--- src/rtl/cff_pkg.sv ---
package cff_pkg;
    typedef enum logic [2:0] {
        ST_IDLE,
        ST_DREQ,
        ST_DWAIT,
        ST_FREQ,
        ST_FDRAIN
    } cff_state_e;

    localparam int CMD_SOF_BIT = 15;
    localparam int CMD_EOF_BIT = 16;
    localparam int CTL_UNDR_EN = 11;
    localparam int CTL_SOF_EN  = 12;
    localparam int CTL_EOF_EN  = 13;
    localparam int CTL_BURST_LO = 28;
    localparam int DESC_WORDS  = 4;
endpackage

--- src/rtl/cff_fifo.sv ---
module cff_fifo #(
    parameter int W     = 32,
    parameter int DEPTH = 16,
    localparam int AW   = $clog2(DEPTH),
    localparam int CW   = AW + 1
) (
    input  logic          clk,
    input  logic          rst_n,
    input  logic          push,
    input  logic [W-1:0]  push_data,
    input  logic          pop,
    output logic          valid,
    output logic [W-1:0]  data,
    output logic [CW-1:0] count
);
    typedef struct packed {
        logic [AW-1:0] wptr;
        logic [AW-1:0] rptr;
        logic [CW-1:0] cnt;
    } fifo_t;

    fifo_t q, d;
    logic [W-1:0] store_q [DEPTH];
    logic do_pop;

    always_comb begin
        d      = q;
        do_pop = pop && (q.cnt != '0);
        if (push) d.wptr = q.wptr + 1'b1;
        if (do_pop) d.rptr = q.rptr + 1'b1;
        d.cnt = q.cnt + CW'(push) - CW'(do_pop);
    end

    always_ff @(posedge clk) begin
        if (!rst_n) q <= '0;
        else        q <= d;
    end

    always_ff @(posedge clk) begin
        if (push) store_q[q.wptr] <= push_data;
    end

    assign valid = (q.cnt != '0);
    assign data  = store_q[q.rptr];
    assign count = q.cnt;


    fifo_no_overflow_chk: assert property (@(posedge clk) disable iff (!rst_n)
        push && !do_pop |-> count < CW'(DEPTH));
endmodule

--- src/rtl/cff_regs.sv ---
module cff_regs (
    input  logic       clk,
    input  logic       rst_n,
    input  logic       ctl_we,
    input  logic [4:0] ctl_in,
    input  logic       clr_we,
    input  logic [2:0] clr_in,
    input  logic [2:0] set_ev,
    output logic [1:0] burst_sel,
    output logic [2:0] flags,
    output logic       irq
);
    typedef struct packed {
        logic [1:0] burst;
        logic [2:0] en;
        logic [2:0] flg;
    } regs_t;

    regs_t q, d;
    logic [2:0] clr_mask;

    always_comb begin
        d        = q;
        clr_mask = clr_we ? clr_in : 3'b000;
        if (ctl_we) begin
            d.burst = ctl_in[4:3];
            d.en    = {ctl_in[0], ctl_in[2], ctl_in[1]};
        end
        d.flg = (q.flg & ~clr_mask) | set_ev;
    end

    always_ff @(posedge clk) begin
        if (!rst_n) q <= '0;
        else        q <= d;
    end

    assign burst_sel = q.burst;
    assign flags     = q.flg;
    assign irq       = |(q.flg & q.en);


    flags_sticky_chk: assert property (@(posedge clk) disable iff (!rst_n)
        !clr_we |=> ((flags & $past(flags)) == $past(flags)));
endmodule

--- src/rtl/cff_seq.sv ---
module cff_seq
    import cff_pkg::*;
#(
    parameter int DEPTH = 16,
    parameter int LEN_W = 12,
    localparam int CW   = $clog2(DEPTH + 1),
    localparam int SW   = LEN_W + 2
) (
    input  logic          clk,
    input  logic          rst_n,
    input  logic          start,
    input  logic [31:0]   start_addr,
    input  logic [1:0]    burst_sel,
    input  logic [CW-1:0] fifo_count,
    output logic          mem_req,
    output logic [31:0]   mem_addr,
    output logic [4:0]    mem_len,
    input  logic          mem_gnt,
    input  logic          mem_rvalid,
    input  logic [31:0]   mem_rdata,
    output logic          push,
    output logic          sof_ev,
    output logic          eof_ev,
    output logic          in_frame,
    output logic [31:0]   frame_id
);
    typedef struct packed {
        cff_state_e       st;
        logic [31:0]      dptr;
        logic [31:0]      nxt;
        logic [31:0]      faddr;
        logic [31:0]      tag;
        logic [31:0]      fid;
        logic [1:0]       widx;
        logic [LEN_W-1:0] req_left;
        logic [LEN_W-1:0] rx_left;
        logic             eof_req;
    } seq_t;

    seq_t q, d;
    logic [LEN_W-1:0] bl, blen, outst, len;
    logic [SW-1:0]    need;
    logic             room_ok;

    always_comb begin
        d        = q;
        mem_req  = 1'b0;
        mem_addr = q.dptr;
        mem_len  = 5'(DESC_WORDS);
        push     = 1'b0;
        sof_ev   = 1'b0;
        eof_ev   = 1'b0;
        len      = mem_rdata[LEN_W-1:0];
        case (burst_sel)
            2'd0:    bl = LEN_W'(4);
            2'd1:    bl = LEN_W'(8);
            default: bl = LEN_W'(16);
        endcase
        blen    = (q.req_left < bl) ? q.req_left : bl;
        outst   = q.rx_left - q.req_left;
        need    = SW'(outst) + SW'(fifo_count) + SW'(blen);
        room_ok = need <= SW'(DEPTH);
        case (q.st)
            ST_IDLE: begin
                if (start) begin
                    d.dptr = start_addr;
                    d.st   = ST_DREQ;
                end
            end
            ST_DREQ: begin
                mem_req = 1'b1;
                if (mem_gnt) begin
                    d.st   = ST_DWAIT;
                    d.widx = 2'd0;
                end
            end
            ST_DWAIT: begin
                if (mem_rvalid) begin
                    d.widx = q.widx + 2'd1;
                    case (q.widx)
                        2'd0: d.nxt   = mem_rdata;
                        2'd1: d.faddr = mem_rdata;
                        2'd2: d.tag   = mem_rdata;
                        default: begin
                            d.fid      = q.tag;
                            d.req_left = len;
                            d.rx_left  = len;
                            d.eof_req  = mem_rdata[CMD_EOF_BIT];
                            sof_ev     = mem_rdata[CMD_SOF_BIT];
                            if (len == '0) begin
                                eof_ev = mem_rdata[CMD_EOF_BIT];
                                d.dptr = q.nxt;
                                d.st   = ST_DREQ;
                            end else begin
                                d.st = ST_FREQ;
                            end
                        end
                    endcase
                end
            end
            ST_FREQ, ST_FDRAIN: begin
                if (mem_rvalid) begin
                    push      = 1'b1;
                    d.rx_left = q.rx_left - 1'b1;
                end
                if (q.st == ST_FREQ && room_ok) begin
                    mem_req  = 1'b1;
                    mem_addr = q.faddr;
                    mem_len  = blen[4:0];
                    if (mem_gnt) begin
                        d.faddr    = q.faddr + {blen[29:0], 2'b00};
                        d.req_left = q.req_left - blen;
                        if (q.req_left == blen) d.st = ST_FDRAIN;
                    end
                end
                if (q.st == ST_FDRAIN && mem_rvalid && q.rx_left == LEN_W'(1)) begin
                    eof_ev = q.eof_req;
                    d.dptr = q.nxt;
                    d.st   = ST_DREQ;
                end
            end
            default: d.st = ST_IDLE;
        endcase
    end

    always_ff @(posedge clk) begin
        if (!rst_n) q <= '0;
        else        q <= d;
    end

    assign in_frame = (q.st == ST_FREQ) || (q.st == ST_FDRAIN);
    assign frame_id = q.fid;


    room_bound_chk: assert property (@(posedge clk) disable iff (!rst_n)
        in_frame |-> (SW'(outst) + SW'(fifo_count)) <= SW'(DEPTH));

    req_hold_chk: assert property (@(posedge clk) disable iff (!rst_n)
        mem_req && !mem_gnt |=> mem_req && $stable(mem_addr) && $stable(mem_len));

    burst_len_chk: assert property (@(posedge clk) disable iff (!rst_n)
        mem_req |-> (mem_len != 5'd0) && (mem_len <= 5'd16));

    start_leaves_idle_chk: assert property (@(posedge clk) disable iff (!rst_n)
        start && !mem_req && !in_frame && !mem_rvalid && q.st == ST_IDLE |=> mem_req);
endmodule

--- src/rtl/chain_frame_fetch.sv ---
module chain_frame_fetch #(
    parameter int DEPTH = 16,
    parameter int LEN_W = 12,
    localparam int CW   = $clog2(DEPTH + 1)
) (
    input  logic        clk,
    input  logic        rst_n,
    input  logic        reg_we,
    input  logic [1:0]  reg_sel,
    input  logic [31:0] reg_wdata,
    output logic [31:0] frame_id,
    output logic [2:0]  flags,
    output logic        irq,
    output logic        mem_req,
    output logic [31:0] mem_addr,
    output logic [4:0]  mem_len,
    input  logic        mem_gnt,
    input  logic        mem_rvalid,
    input  logic [31:0] mem_rdata,
    output logic        out_valid,
    output logic [31:0] out_data,
    input  logic        out_ready
);
    import cff_pkg::*;

    logic [1:0]    burst_sel;
    logic [CW-1:0] fifo_count;
    logic          push, sof_ev, eof_ev, in_frame, undr_ev;

    assign undr_ev = in_frame && out_ready && !out_valid;

    cff_regs regs_i (
        .clk       (clk),
        .rst_n     (rst_n),
        .ctl_we    (reg_we && reg_sel == 2'd1),
        .ctl_in    ({reg_wdata[CTL_BURST_LO+1:CTL_BURST_LO], reg_wdata[CTL_EOF_EN],
                     reg_wdata[CTL_SOF_EN], reg_wdata[CTL_UNDR_EN]}),
        .clr_we    (reg_we && reg_sel == 2'd2),
        .clr_in    (reg_wdata[2:0]),
        .set_ev    ({undr_ev, eof_ev, sof_ev}),
        .burst_sel (burst_sel),
        .flags     (flags),
        .irq       (irq)
    );

    cff_seq #(.DEPTH(DEPTH), .LEN_W(LEN_W)) seq_i (
        .clk        (clk),
        .rst_n      (rst_n),
        .start      (reg_we && reg_sel == 2'd0),
        .start_addr (reg_wdata),
        .burst_sel  (burst_sel),
        .fifo_count (fifo_count),
        .mem_req    (mem_req),
        .mem_addr   (mem_addr),
        .mem_len    (mem_len),
        .mem_gnt    (mem_gnt),
        .mem_rvalid (mem_rvalid),
        .mem_rdata  (mem_rdata),
        .push       (push),
        .sof_ev     (sof_ev),
        .eof_ev     (eof_ev),
        .in_frame   (in_frame),
        .frame_id   (frame_id)
    );

    cff_fifo #(.W(32), .DEPTH(DEPTH)) fifo_i (
        .clk       (clk),
        .rst_n     (rst_n),
        .push      (push),
        .push_data (mem_rdata),
        .pop       (out_ready),
        .valid     (out_valid),
        .data      (out_data),
        .count     (fifo_count)
    );


    out_hold_chk: assert property (@(posedge clk) disable iff (!rst_n)
        out_valid && !out_ready |=> out_valid && $stable(out_data));
endmodule

--- config.mk ---
export PLATFORM = sky130hd
export DESIGN_NAME = chain_frame_fetch
export DESIGN_NICKNAME = d
export VERILOG_FILES = /design/src/rtl/cff_pkg.sv /design/src/rtl/cff_fifo.sv /design/src/rtl/cff_regs.sv /design/src/rtl/cff_seq.sv /design/src/rtl/chain_frame_fetch.sv
export SDC_FILE = /design/constraint.sdc
export NUM_CORES = 1
export LEC_CHECK = 0
export BUFFER_PORTS_ARGS = -buffer_cell sky130_fd_sc_hd__buf_2
export CORE_MARGIN = 4
export CORE_UTILIZATION = 43
export DETAILED_ROUTE_END_ITERATION = 7
export PLACE_DENSITY_LB_ADDON = 0.15
export SLEW_MARGIN = 10
export SYNTH_ARGS = -nofsm -noshare
export SYNTH_HDL_FRONTEND = slang
export SYNTH_SLANG_ARGS = --single-unit
--- constraint.sdc ---
create_clock -name clk -period 7.6 [get_ports clk]
set_input_delay 1.14 -clock clk [delete_from_list [all_inputs] [get_ports clk]]
set_output_delay 1.14 -clock clk [all_outputs]
set_load 0.1 [all_outputs]
==> run_results.csv <==
group,metric,value,unit
critical_path,slowest_delay,680,ps
yosys,syn_area_per_cell,13.8,um^2
timing,fin_worst_skew,31.0,ps
detailed_routing,vias_per_cell,5.71,
pwr,max-vdd-ir-drop,0.000426,V
cts,cts.sinks,727,
die,placement_rows,97,
timing,fin_crit_sh,0.946,
global_routing,grt-ovfl-total,0,
timing,fmax,139,MHz
critical_path,setup.worst_path.class,"flop to output port",
yosys,synth-seq-cells,727,
cells_and_area,final_nets,2481,
timing,setup_viol_count_final,0,
timing,drv_slew,0,
timing,totalNegativeSetupSlack,0,ps
placed_design,place.gp.congestion,0.865,
run,drv_cap,0,
cts,clk_pin_slew,60,ps
yosys,synth_ff_type,"edfxtp_1",
global_routing,grt_pass1_vias,19290,
critical_path,critical_path.cell_chain,"nor4_1, nand3_1, or4_1, nor2_1, ha_1, inv_1, fa_1, nand2b_1, a21oi_1, and2_1, a311o_1, nand4b_1, or3_1, or4b_4, buf_4, nand2_1, nand2_1, clkbuf_4",
die,initial_utilization,0.436,
cts,cts_buffers,78,
detailed_routing,via_count,19163,
global_routing,grt_pass1_wl,123000,um
timing,grt_setup_unrepaired,"false",
placed_design,dpl_cell_area,0.0324,mm^2
pwr,power.leakage,11.8,nW
die,die_w,275,um
cts,cts-root-buf,"clkbuf_16",
yosys,synth_area,0.0307,mm^2
yosys,ys_types,82,
cts,cts_tree,"done",
cells_and_area,drive_above_1_share,0.219,
yosys,synth_compound_area_frac,0.0664,
yosys,syn_inst,2216,
hold_path,worstHoldPathType,"flop to flop",
critical_path,crit_required,6460,ps
yosys,yosys.area_share.xor_xnor,0.0109,
yosys,synth_mux_area_frac,0.131,
global_routing,antenna_found_initial,7,
critical_path,crit_fanout,26,
cts,cts.htree.levels,3,
cells_and_area,syn_to_final_growth,14.2,%
yosys,yosysWarnings,0,
yosys,synth_fa_ha_area_frac,0.0234,
die,chipHeight,275,um
global_routing,grt_max_degree,103,
yosys,synth_enable_flop_cells,512,
detailed_routing,remaining_drc_errors,0,
outcome,outcome,"finished, final reports clean",
yosys,synthSimpleGateAreaFrac,0.0930,
cells_and_area,fillers,6050,
timing,min_period,7190,ps
detailed_routing,final_antenna_net_count,0,
critical_path,arrival,6050,ps
yosys,seq_area_frac_synth,0.642,
pwr,p_per_area,315,mW/mm^2
critical_path,critPathTopFamily,"simple AND/OR/NAND/NOR gates",
cells_and_area,multi_input_area,0.0101,mm^2
die,io_pins,179,
timing,slew_headroom,0.195,
timing,finalHoldViolCount,0,
cts,cts.path.max_buffers,3,
cts,clk_latency,640,ps
critical_path,startpoint_type,"flop",
detailed_routing,drtIter0Drc,1890,
detailed_routing,detail_route.wl_per_cell,24.5,um
critical_path,critPathMostFrequentCell,"nand2_1",
critical_path,slowest_stage,"or4_1",
placed_design,place_hpwl,50600,um
die,die_area,0.0756,mm^2
timing,worst-slew-pin-transition,1200,ps
global_routing,grt.total_usage,0.218,
critical_path,crit_buf_inv,3,
cts,hold_buffers,0,
yosys,synth_top_family_by_area,"multiplexers",
cells_and_area,stdcell_area,0.0350,mm^2
yosys,async_flop_share,0,
detailed_routing,dr.pass1.iters,7,
placed_design,port_buffers,178,
detailed_routing,routed_wl,82200,um
die,design.core.area,0.0704,mm^2
critical_path,end_kind,"output port",
cells_and_area,regArea,0.0197,mm^2
## timing repair
action,4_1_cts,5_1_grt
resized for setup,0,34
setup buffers,0,0
endpoints found under the setup margin,0,38
## power by group
| part | switching (mW) | internal [mW] | total, mW | leakage [nW] |
|---|---|---|---|---|
| registers | 0.130 | 4.35 | 4.48 | 6.34 |
| logic | 1.90 | 0.887 | 2.79 | 4.29 |
| clock network | 1.59 | 2.17 | 3.76 | 1.21 |
| total | 3.62 | 7.41 | 11.0 | 11.8 |
## cells in the final DEF (no fill, tap or decap), drive strengths merged, types with 36 or more instances in the layout
master	instances
a22oi	39
nor2	122
ha	51
mux2i	42
a211oi	37
o21ai	36
a21oi	143
clkbuf	121
nand3	51
dfxtp	215
mux4	160
nand2	381
buf	190
inv	50
edfxtp	512
## area by class of cell
| cell class | instances | area share |
|---|---|---|
| flip-flops and latches | 727 | 0.562 |
| multi-input cells | 1280 | 0.289 |
| clock buffers | 91 | 0.0571 |
| repair buffers | 220 | 0.0371 |
| well taps | 940 | 0.0336 |
| clock inverters | 49 | 0.0151 |
| inverters | 47 | 0.00518 |
| diodes | 3 | 0.000214 |
## registers in the layout (all words and copies together), names as in the netlist, named ones only
| name | cells |
|---|---|
| fifo_i.count | 5 |
| seq_i.frame_id | 32 |
| regs_i.flags | 3 |
| seq_i.q | 158 |
| fifo_i.q | 8 |
| regs_i.burst_sel | 2 |
| regs_i.q | 3 |
| fifo_i.store_q | 512 |
## tightest hold or removal path: stages (launching register included)
cell and delay, ps:
dfxtp_1 310, nand2_1 50, a21oi_1 50
## cell usage after synthesis, drive strengths merged (3+ instances only)
cell	count	share of area
or3	6	0.0012
a31oi	3	0.00061
nand3	51	0.0083
nand2b	11	0.0022
xnor2	25	0.0071
fa	4	0.0026
nand4	3	0.00061
o31a	3	0.0011
ha	51	0.021
a211oi	37	0.0092
clkbuf	99	0.012
a32oi	4	0.0011
nor2	122	0.015
dfxtp	215	0.14
a21o	7	0.0017
o211a	6	0.0020
mux4	160	0.12
a22oi	39	0.0095
inv	47	0.0058
and3	6	0.0012
nand2	381	0.047
a221oi	3	0.0013
a21oi	143	0.023
nor4	15	0.0035
o21ai	36	0.0059
a311o	3	0.00098
and2	10	0.0020
mux2i	42	0.014
buf	69	0.015
edfxtp	512	0.50
nand3b	5	0.0012
nor3	25	0.0042
or4	5	0.0013
nor2b	9	0.0021
xor2	13	0.0037
o21a	10	0.0024
## metrics by stage
stage               utilization  power [mW]  hold slack [ps]  setup slack (ps)  std cells
floorplan                     -        6.75              432               154       2222
global placement          0.460        7.33              440               904       3214
detailed placement        0.460        7.35              447               747       3214
CTS                       0.496        11.1              453              37.6       3354
global route              0.497        11.5              477              22.6       3355
finish                    0.497        11.0              450               413       3357
## kinds of logic after synthesis
family,Yosys count
adders and majority gates,55
xor gates and xnor gates,38
AOI/OAI and AO/OA,318
other,2
and+or+nand+nor,659
DFF,727
muxes,202
buffers and inverters,215
## metal layers
metal / vias to the layer above / routed length, um / global-route usage
met1: 9840 / 35500 / 0.302
met2: 675 / 40000 / 0.361
met5: - / 33 / 0
met4: 4 / 1520 / 0.0535
li1: 8533 / - / -
met3: 111 / 5150 / 0.0362
## final timing paths
path	start	endpoint	slack, ps	cells after the start
setup reg to reg	seq_i.q[18]$_SDFFE_PN0P_	seq_i.q[24]$_SDFFE_PN0P_	1900	16
hold reg to reg	seq_i.q[59]$_SDFFE_PN0P_	seq_i.frame_id[0]$_SDFFE_PN0P_	450	2
hold / removal	seq_i.q[59]$_SDFFE_PN0P_	seq_i.frame_id[0]$_SDFFE_PN0P_	450	2
setup / recovery	seq_i.q[18]$_SDFFE_PN0P_	mem_addr[8]	410	18
No activity file was read; power rests on OpenSTA's default activity.
